===== config.mk =====
export PLATFORM = sky130hd
export DESIGN_NAME = cfg_pio_engine
export DESIGN_NICKNAME = d
export VERILOG_FILES = /design/src/rtl/cfg_pio_pkg.sv /design/src/rtl/cfg_pio_regs.sv /design/src/rtl/cfg_pio_seq.sv /design/src/rtl/cfg_pio_engine.sv
export SDC_FILE = /design/constraint.sdc
export NUM_CORES = 1
export LEC_CHECK = 0
export BUFFER_PORTS_ARGS = -buffer_cell sky130_fd_sc_hd__buf_2
export CORE_ASPECT_RATIO = 0.5
export CORE_MARGIN = 2
export CORE_UTILIZATION = 28
export DETAILED_ROUTE_END_ITERATION = 12
export SLEW_MARGIN = 20
export SYNTH_ARGS = -nofsm -noshare
export SYNTH_HDL_FRONTEND = slang
export SYNTH_SLANG_ARGS = --single-unit
export TNS_END_PERCENT = 30

===== constraint.sdc =====
create_clock -name clk_i -period 4.38 [get_ports clk_i]
set_input_delay 0.657 -clock clk_i [delete_from_list [all_inputs] [get_ports clk_i]]
set_output_delay 0.657 -clock clk_i [all_outputs]
set_load 0.05 [all_outputs]

===== src/rtl/cfg_pio_pkg.sv =====
package cfg_pio_pkg;
  localparam int unsigned REG_AW = 4;
  localparam int unsigned DW     = 32;
  localparam int unsigned SW     = DW / 8;

  localparam logic [REG_AW-1:0] OFS_KIND  = 4'd0;
  localparam logic [REG_AW-1:0] OFS_ADDR  = 4'd1;
  localparam logic [REG_AW-1:0] OFS_WDATA = 4'd2;
  localparam logic [REG_AW-1:0] OFS_STRB  = 4'd3;
  localparam logic [REG_AW-1:0] OFS_RDATA = 4'd4;
  localparam logic [REG_AW-1:0] OFS_GO    = 4'd5;
  localparam logic [REG_AW-1:0] OFS_STAT  = 4'd6;
  localparam logic [REG_AW-1:0] OFS_DONE  = 4'd7;
  localparam logic [REG_AW-1:0] OFS_TMO   = 4'd8;

  localparam logic [2:0] CPL_OK = 3'd0;
  localparam logic [2:0] CPL_CA = 3'd4;

  localparam logic [DW-1:0] ADDR_KEEP = 32'h0FFF_FFFC;

  typedef enum logic [1:0] {S_IDLE, S_ISSUE, S_WAIT} seq_state_e;

  typedef struct packed {
    logic [3:0]    kind;
    logic [DW-1:0] addr;
    logic [DW-1:0] wdata;
    logic [SW-1:0] strb;
  } pio_req_t;

  function automatic logic kind_nonposted(input logic [3:0] k);
    return k[3];
  endfunction

  function automatic logic kind_read(input logic [3:0] k);
    return k[3] & ~k[1];
  endfunction
endpackage


===== src/rtl/cfg_pio_regs.sv =====
module cfg_pio_regs
  import cfg_pio_pkg::*;
#(
  parameter int unsigned TMO_W   = 16,
  parameter int unsigned TMO_DEF = 1000
) (
  input  logic              clk_i,
  input  logic              rst_ni,
  input  logic              wr_i,
  input  logic [REG_AW-1:0] addr_i,
  input  logic [DW-1:0]     wdata_i,
  output pio_req_t          prog_o,
  output logic [TMO_W-1:0]  tmo_lim_o,
  output logic              go_o,
  output logic              done_clr_o
);
  pio_req_t         prog_q;
  logic [TMO_W-1:0] tmo_q;

  always_ff @(posedge clk_i or negedge rst_ni) begin
    if (!rst_ni) begin
      prog_q <= '0;
      tmo_q  <= TMO_W'(TMO_DEF);
    end else if (wr_i) begin
      unique case (addr_i)
        OFS_KIND:  prog_q.kind  <= wdata_i[3:0];
        OFS_ADDR:  prog_q.addr  <= wdata_i & ADDR_KEEP;
        OFS_WDATA: prog_q.wdata <= wdata_i;
        OFS_STRB:  prog_q.strb  <= wdata_i[SW-1:0];
        OFS_TMO:   tmo_q        <= wdata_i[TMO_W-1:0];
        default: ;
      endcase
    end
  end

  assign go_o       = wr_i && (addr_i == OFS_GO)   && wdata_i[0];
  assign done_clr_o = wr_i && (addr_i == OFS_DONE) && wdata_i[0];
  assign prog_o     = prog_q;
  assign tmo_lim_o  = tmo_q;
endmodule


===== src/rtl/cfg_pio_seq.sv =====
module cfg_pio_seq
  import cfg_pio_pkg::*;
#(
  parameter int unsigned TMO_W = 16
) (
  input  logic             clk_i,
  input  logic             rst_ni,
  input  logic             go_i,
  input  logic             done_clr_i,
  input  pio_req_t         prog_i,
  input  logic [TMO_W-1:0] tmo_lim_i,
  input  logic             req_ready_i,
  input  logic             cpl_valid_i,
  input  logic [2:0]       cpl_status_i,
  input  logic [DW-1:0]    cpl_data_i,
  output logic             busy_o,
  output logic             done_o,
  output logic [2:0]       code_o,
  output logic             np_o,
  output logic [DW-1:0]    rdata_o,
  output logic             req_valid_o,
  output pio_req_t         cur_o
);
  seq_state_e       state_q;
  pio_req_t         cur_q;
  logic [TMO_W-1:0] cnt_q;
  logic             done_q, np_q;
  logic [2:0]       code_q;
  logic [DW-1:0]    rdata_q;

  logic          fin, fin_np, fin_load;
  logic [2:0]    fin_code;
  logic [DW-1:0] fin_data;

  always_comb begin
    fin      = 1'b0;
    fin_np   = 1'b0;
    fin_load = 1'b0;
    fin_code = CPL_OK;
    fin_data = cpl_data_i;
    unique case (state_q)
      S_ISSUE: if (req_ready_i && !kind_nonposted(cur_q.kind)) fin = 1'b1;
      S_WAIT: begin
        fin_np = 1'b1;
        if (cpl_valid_i) begin
          fin      = 1'b1;
          fin_code = cpl_status_i;
          fin_load = kind_read(cur_q.kind);
        end else if (cnt_q >= tmo_lim_i) begin
          fin      = 1'b1;
          fin_code = CPL_CA;
          fin_load = 1'b1;
          fin_data = '1;
        end
      end
      default: ;
    endcase
  end

  always_ff @(posedge clk_i or negedge rst_ni) begin
    if (!rst_ni) begin
      state_q <= S_IDLE;
      cur_q   <= '0;
      cnt_q   <= '0;
      done_q  <= 1'b0;
      np_q    <= 1'b0;
      code_q  <= CPL_OK;
      rdata_q <= '0;
    end else begin
      if (done_clr_i) done_q <= 1'b0;
      unique case (state_q)
        S_IDLE: if (go_i) begin
          cur_q   <= prog_i;
          state_q <= S_ISSUE;
        end
        S_ISSUE: if (req_ready_i && kind_nonposted(cur_q.kind)) begin
          state_q <= S_WAIT;
          cnt_q   <= '0;
        end
        S_WAIT: if (!fin) cnt_q <= cnt_q + 1'b1;
        default: state_q <= S_IDLE;
      endcase
      // completion outranks a same-cycle done clear
      if (fin) begin
        state_q <= S_IDLE;
        done_q  <= 1'b1;
        np_q    <= fin_np;
        code_q  <= fin_code;
        if (fin_load) rdata_q <= fin_data;
      end
    end
  end

  always_comb begin
    cur_o = cur_q;
    if (kind_read(cur_q.kind)) cur_o.strb = '1;
  end

  assign busy_o      = (state_q != S_IDLE);
  assign req_valid_o = (state_q == S_ISSUE);
  assign done_o      = done_q;
  assign np_o        = np_q;
  assign code_o      = code_q;
  assign rdata_o     = rdata_q;
endmodule


===== src/rtl/cfg_pio_engine.sv =====
module cfg_pio_engine
  import cfg_pio_pkg::*;
#(
  parameter int unsigned TMO_W   = 16,
  parameter int unsigned TMO_DEF = 1000
) (
  input  logic              clk_i,
  input  logic              rst_ni,
  input  logic              reg_wr_i,
  input  logic [REG_AW-1:0] reg_addr_i,
  input  logic [DW-1:0]     reg_wdata_i,
  output logic [DW-1:0]     reg_rdata_o,
  output logic              req_valid_o,
  input  logic              req_ready_i,
  output logic [3:0]        req_type_o,
  output logic [DW-1:0]     req_addr_o,
  output logic [DW-1:0]     req_wdata_o,
  output logic [SW-1:0]     req_strb_o,
  input  logic              cpl_valid_i,
  input  logic [2:0]        cpl_status_i,
  input  logic [DW-1:0]     cpl_data_i
);
  pio_req_t         prog, cur;
  logic [TMO_W-1:0] tmo_lim;
  logic             go, done_clr, busy, done, np;
  logic [2:0]       code;
  logic [DW-1:0]    rdata;

  cfg_pio_regs #(.TMO_W(TMO_W), .TMO_DEF(TMO_DEF)) u_regs (
    .clk_i      (clk_i),
    .rst_ni     (rst_ni),
    .wr_i       (reg_wr_i),
    .addr_i     (reg_addr_i),
    .wdata_i    (reg_wdata_i),
    .prog_o     (prog),
    .tmo_lim_o  (tmo_lim),
    .go_o       (go),
    .done_clr_o (done_clr)
  );

  cfg_pio_seq #(.TMO_W(TMO_W)) u_seq (
    .clk_i        (clk_i),
    .rst_ni       (rst_ni),
    .go_i         (go),
    .done_clr_i   (done_clr),
    .prog_i       (prog),
    .tmo_lim_i    (tmo_lim),
    .req_ready_i  (req_ready_i),
    .cpl_valid_i  (cpl_valid_i),
    .cpl_status_i (cpl_status_i),
    .cpl_data_i   (cpl_data_i),
    .busy_o       (busy),
    .done_o       (done),
    .code_o       (code),
    .np_o         (np),
    .rdata_o      (rdata),
    .req_valid_o  (req_valid_o),
    .cur_o        (cur)
  );

  always_comb begin
    reg_rdata_o = '0;
    unique case (reg_addr_i)
      OFS_KIND:  reg_rdata_o[3:0]    = prog.kind;
      OFS_ADDR:  reg_rdata_o         = prog.addr;
      OFS_WDATA: reg_rdata_o         = prog.wdata;
      OFS_STRB:  reg_rdata_o[SW-1:0] = prog.strb;
      OFS_RDATA: reg_rdata_o         = rdata;
      OFS_GO:    reg_rdata_o[0]      = busy;
      OFS_STAT:  begin
        reg_rdata_o[9:7] = code;
        reg_rdata_o[0]   = np;
      end
      OFS_DONE:  reg_rdata_o[0]       = done;
      OFS_TMO:   reg_rdata_o[TMO_W-1:0] = tmo_lim;
      default: ;
    endcase
  end

  assign req_type_o  = cur.kind;
  assign req_addr_o  = cur.addr;
  assign req_wdata_o = cur.wdata;
  assign req_strb_o  = cur.strb;
endmodule


* Yosys cells after proc, flatten, opt, wreduce, memory -nomap -nowiden *
Index checks and enable logic that the tools add are counted.

operators by class
  add/subtract/negate cells = 1
  magnitude comparators = 1
  equality and inequality tests = 15
  muxes and demuxes = 29
  bitwise operators = 2
  reductions and logical operators = 21

operators with widths
  cell                                                                    number
  32-bit 2-to-1 mux                                                       3
  16-bit case mux with 3 select lines                                     1
  16-bit 2-to-1 mux                                                       2
  16-bit case mux with 2 select lines                                     1
  6-bit case mux with 4 select lines                                      1
  3-bit case mux with 6 select lines                                      1
  16-bit by 1-bit adder with 16-bit output (second input constant)        1
  4-bit by 3-bit equality test with 1-bit output (second input constant)  4
  16-bit >= comparator                                                    1
  3-bit case mux with 5 select lines                                      1
  2-bit AND reduction                                                     7
  3-bit case mux with 4 select lines                                      1
  3-bit 2-to-1 mux                                                        3
  4-bit by 2-bit equality test with 1-bit output (second input constant)  2
  1-bit 2-to-1 mux                                                        8
  1-bit case mux with 8 select lines                                      1
  1-bit logical AND                                                       6
  2-bit 2-to-1 mux                                                        3
  2-bit case mux with 3 select lines                                      1
  3-bit AND reduction                                                     2
  2-bit nonzero test                                                      3
  4-bit by 1-bit equality test with 1-bit output (second input constant)  1
  4-bit equality test (second input constant)                             1
  4-bit zero test                                                         1
  12 further kinds                                                        13

storage, ports and cells
  register bits = 203
  bits of input ports = 76
  output and inout bits = 105
  logic and storage cells = 84

* Logic depth before layout (Yosys ltp) *
  depth after elaboration = 6
  depth in mapped cells = 9
  mapped depth without buffers = 8

* Cells and area by module *
A second synthesis with hierarchy kept.

unflattened totals
  cells, all modules = 845
  area, all modules = 10279.9 um^2

modules (own cells, without submodules)
  module          times used  cells an instance  area each (um^2)  seq. area each (um^2)
  cfg_pio_seq     1           511                6147.1            3178.0
  cfg_pio_regs    1           188                3178.0            2059.5
  cfg_pio_engine  1           146                954.7             0.0

* Least setup slack after synthesis *
No wires, ideal clock.

  path type = input to output
  from = input reg_addr_i[1]
  to = output reg_rdata_o[1]
  arrival = 2.553 ns
  data required time = 3.723 ns
  path slack = 1.170 ns
  cell stages on the path = 6
  cell sequence = buf_2 -> buf_1 -> nand2_1 -> nor3b_1 -> a31oi_1 -> o21ai_0

between the ends
  cells in the longest elaborated chain, start to end = 2
  elaborated cells between the ends (all ways) = 7

ends and longest elaborated chain
  element                                      line                  text
  start: declaration                           cfg_pio_engine.sv:10  input logic [REG_AW-1:0] reg_addr_i,
  4-bit equality test (tied with other cells)  cfg_pio_engine.sv:63  unique case (reg_addr_i)
  3-bit case mux with 6 select lines (*)       cfg_pio_engine.sv:63
  end: declaration                             cfg_pio_engine.sv:12  output logic [DW-1:0] reg_rdata_o,

Mark *: on every way between the ends. The rest lies on a longest branch, timed or not.

* Final worst setup path *
  from = input reg_addr_i[2]
  to = output reg_rdata_o[14]

between the ends
  cells in the longest elaborated chain, start to end = 2
  elaborated cells between the ends (all ways) = 5

ends and longest elaborated chain
  element                                      line
  4-bit equality test (tied with other cells)  cfg_pio_engine.sv:63
  6-bit case mux with 4 select lines (*)       cfg_pio_engine.sv:63

Marks and branches as above.

==> flow_metrics.py <==
metrics = {
    "power_and_ir_drop": {
        "p_int_uw": 3970,
        "seqPwrFrac_pct": 41.0,
        "p_comb_share_pct": 27.3,
        "leakagePower_uw": 0.00545,
        "powerDensity_mw_per_mm2": 539,
        "vdd_ir_drop_max_mv": 0.220,
        "p_switching_uw": 2200,
        "swShare_pct": 35.7,
        "p_clk_share_pct": 31.7,
    },
    "drt": {
        "wl_microns": 27100,
        "drtIter0Drc": 503,
        "drc_errors": 0,
        "wl_per_cell_microns": 19.6,
        "vias": 6868,
        "detail-route-antenna-nets": 0,
        "viasPerCell": 4.96,
        "dr.pass1.iters": 6,
    },
    "timing": {
        "finalCritPeriodShare_pct": 78.7,
        "slew_violations": 0,
        "fin_crit_ps": 3450,
        "skew_ps": 26.3,
        "finalSetupTns_ps": 0,
        "grt_setup_unrepaired": "false",
        "slew_headroom_pct": 28.2,
        "setup_viol": 0,
        "worst_slew_pin_slew_ps": 1080,
        "clock.fmax_mhz": 290,
        "hold_violations": 0,
    },
    "yosys": {
        "yosys_warnings": 0,
        "syn_area_per_cell_sq_um": 12.3,
        "synth-seq-area-share_pct": 52.0,
        "synth_ff_type": "dfrtp_1",
        "synthCells": 797,
        "synth_edf_count": 0,
        "synth_top_cell_area_share_pct": 50.4,
        "ys_top_cells_by_area": "dfrtp_1, mux2_2, buf_4, ha_1, a222oi_1",
        "synth_top_area_cell": "dfrtp_1",
        "synth-seq-cells": 203,
        "yosysUniqueCellTypes": 58,
        "synthArstFlopShare_pct": 100,
        "synth_area_sq_mm": 0.00979,
    },
    "critical_path": {
        "slowest_stage": "nor4b_2",
        "cp.required_ps": 3720,
        "worstReg2RegStart": "u_regs.tmo_lim_o[9]$_DFFE_PN1P_",
        "worstPathArrival_ps": 2790,
        "reg2reg_depth": 9,
        "r2r-end": "u_seq.rdata_o[29]$_DFFE_PN0P_",
        "cp-endpoint": "reg_rdata_o[14]",
        "crit_path_start": "reg_addr_i[2]",
        "critPathLaunchType": "primary input",
        "critPathMaxStageDelay_ps": 730,
        "end_kind": "primary output",
        "worst_path_most_repeated_cell": "buf_2",
        "path_max_fanout": 25,
        "crit_path_cell_trace": "buf_2, nor4b_2, buf_4, a22o_1, a221o_1, buf_2",
        "rrSetupSlack_ps": 1330,
        "path_class": "primary input to primary output",
    },
    "clocking": {
        "clockBufferDepth": 3,
        "ctsResizeCount": 0,
        "clock_latency_ps": 530,
        "cts_setup_buffers": 0,
        "numClockSinks": 203,
        "root_buffer": "clkbuf_16",
        "cts_htree_levels": 1,
        "postCtsHoldBufs": 0,
        "clk_pin_slew_ps": 60,
        "cts_buffers": 22,
        "cts_tree": "done",
    },
    "layout": {
        "areaGrowthSynthToFinish_pct": 16.9,
        "regArea_sq_mm": 0.00509,
        "layout-drive-gt1-share_pct": 44.4,
        "num-nets-final": 992,
        "multi_input_comb_area_sq_mm": 0.00393,
        "fill_cells": 3445,
        "final_area_sq_mm": 0.0114,
    },
    "place": {
        "gp_congestion": 0.807,
        "post-dp-hpwl_microns": 18800,
        "portBuffers": 174,
        "dpl_cell_area_sq_mm": 0.0107,
    },
    "global_routing": {
        "grt-ovfl-total": 0,
        "grt_max_degree": 109,
        "track_usage_pct": 14.7,
        "grt_pass1_vias": 7051,
        "antenna_found_initial": 2,
        "grt_pass1_wl_microns": 41500,
    },
    "floorplanning": {
        "die_height_microns": 136,
        "initial_core_util_pct": 28.4,
        "ios": 181,
        "fp.dieW_microns": 268,
        "core.rowCount": 48,
        "core_area_sq_mm": 0.0345,
        "die-area_sq_mm": 0.0366,
    },
    "min_path": {
        "hp-class": "primary input to asynchronous set/reset pin",
    },
    "job": {
        "drv_cap": 0,
    },
    "status": {
        "outcome": "complete, no violations",
    },
}
[worst max-delay path, delay by kind of cell]
kind            cells  cell delay, ps
buf+inv             3            1060
simple gates        1             730
compound gates      2             320
[logic make-up (layout without fill, tap and decap cells)]
| group | after synthesis | in the layout | synth area share (%) |
|---|---|---|---|
| DFF | 203 | 203 | 52.0 |
| muxes | 154 | 154 | 17.7 |
| and+or+nand+nor | 146 | 146 | 8.13 |
| buffers and inverters | 144 | 251 | 8.46 |
| AOI/OAI and AO/OA | 129 | 129 | 11.2 |
| adders and majority gates | 20 | 20 | 2.56 |
| other | 1 | 8 | 0.0383 |
[synthesized netlist by cell type (14+ instances only)]
cell and number:
o22a_1 18, ha_1 20, inv_1 30, buf_4 69
a222oi_1 16, dfrtp_1 197, nand3_1 32, mux2_2 151
clkbuf_1 33, nand2_1 40, o22a_2 14, nor2_1 16
[per-layer routing]
metal	GRT usage [%]	up-vias	routed length (microns)
met2	25.8	194	13600
met4	5.77	0	937
met3	1.83	54	907
met5	0	-	0
met1	18.5	3574	11700
li1	-	3046	-
[cell usage in the layout (no fill, tap or decap), drive strengths merged, types with 4 or more instances in the layout]
cell    instances
conb            6
nor4b           4
o311ai          5
inv            30
clkinv          4
o211ai          7
a221o           9
nand2          40
dfstp           6
a22oi           4
dfrtp         197
and3            4
nand2b         13
ha             20
nand3          33
or4             6
buf           183
o21ai          13
a21oi           9
a222oi         16
mux2          151
nor2           16
o31ai           4
nand4           6
nor3b           8
a22o           13
a31oi           4
o22a           32
clkbuf         29
[state kept, by name (all words and copies together) (netlist names)]
name	cells
u_seq.code_o	3
u_seq.done_o	1
u_seq.state_q	2
u_seq.cur_q	4
u_seq.cur_o	62
u_regs.prog_o	66
u_seq.cnt_q	16
u_seq.rdata_o	32
u_regs.tmo_lim_o	16
u_seq.np_o	1
[worst min-delay path by stage]
stage | cells past startpoint | to | slack (ps) | from
2_1_floorplan | 0 | u_regs.prog_o[0]$_DFFE_PN0P_ | 360 | rst_ni
3_3_place_gp | 1 | u_seq.cur_q[0]$_DFFE_PN0P_ | 480 | u_seq.cur_q[0]$_DFFE_PN0P_
3_5_place_dp | 1 | u_seq.cur_q[1]$_DFFE_PN0P_ | 490 | u_seq.cur_q[1]$_DFFE_PN0P_
4_1_cts | 1 | u_regs.prog_o[54]$_DFFE_PN0P_ | 290 | rst_ni
5_1_grt | 2 | u_seq.rdata_o[16]$_DFFE_PN0P_ | 330 | cpl_data_i[16]
6_report | 1 | u_seq.cur_o[60]$_DFFE_PN0P_ | 260 | rst_ni
[final cells by class]
cell class                 count  share of cell area (%)
sequential                   203                    44.4
timing repair buffer         184                    8.45
clock buffer                  28                    5.36
antenna                        2                  0.0437
tap                          475                    5.19
multi-input combinational    455                    34.3
inverter                      30                   0.984
clock inverter                 9                    1.26
[power by group through the flow]
stage          Sequential (uW)  Combinational (uW)  Clock, uW
6_report                  2530                1690       1950
5_1_grt                   2580                1790       2080
4_1_cts                   2530                1700       2000
3_5_place_dp              2560                1690          0
3_3_place_gp              2550                1660          0
2_1_floorplan             2450                1450          0
[metrics by stage]
step / worst slack, ps / total power [uW] / hold slack, ps / instances / utilization, %
after floorplan: 1170 / 3900 / 361 / 802 / -
after global placement: 1110 / 4210 / 479 / 1347 / 31.0
after detailed placement: 1010 / 4260 / 487 / 1347 / 31.0
after CTS: 1000 / 6230 / 293 / 1384 / 33.2
after global routing: 867 / 6450 / 327 / 1386 / 33.2
final: 934 / 6170 / 263 / 1386 / 33.2
Note: power is estimated with default switching activity, not from simulation.
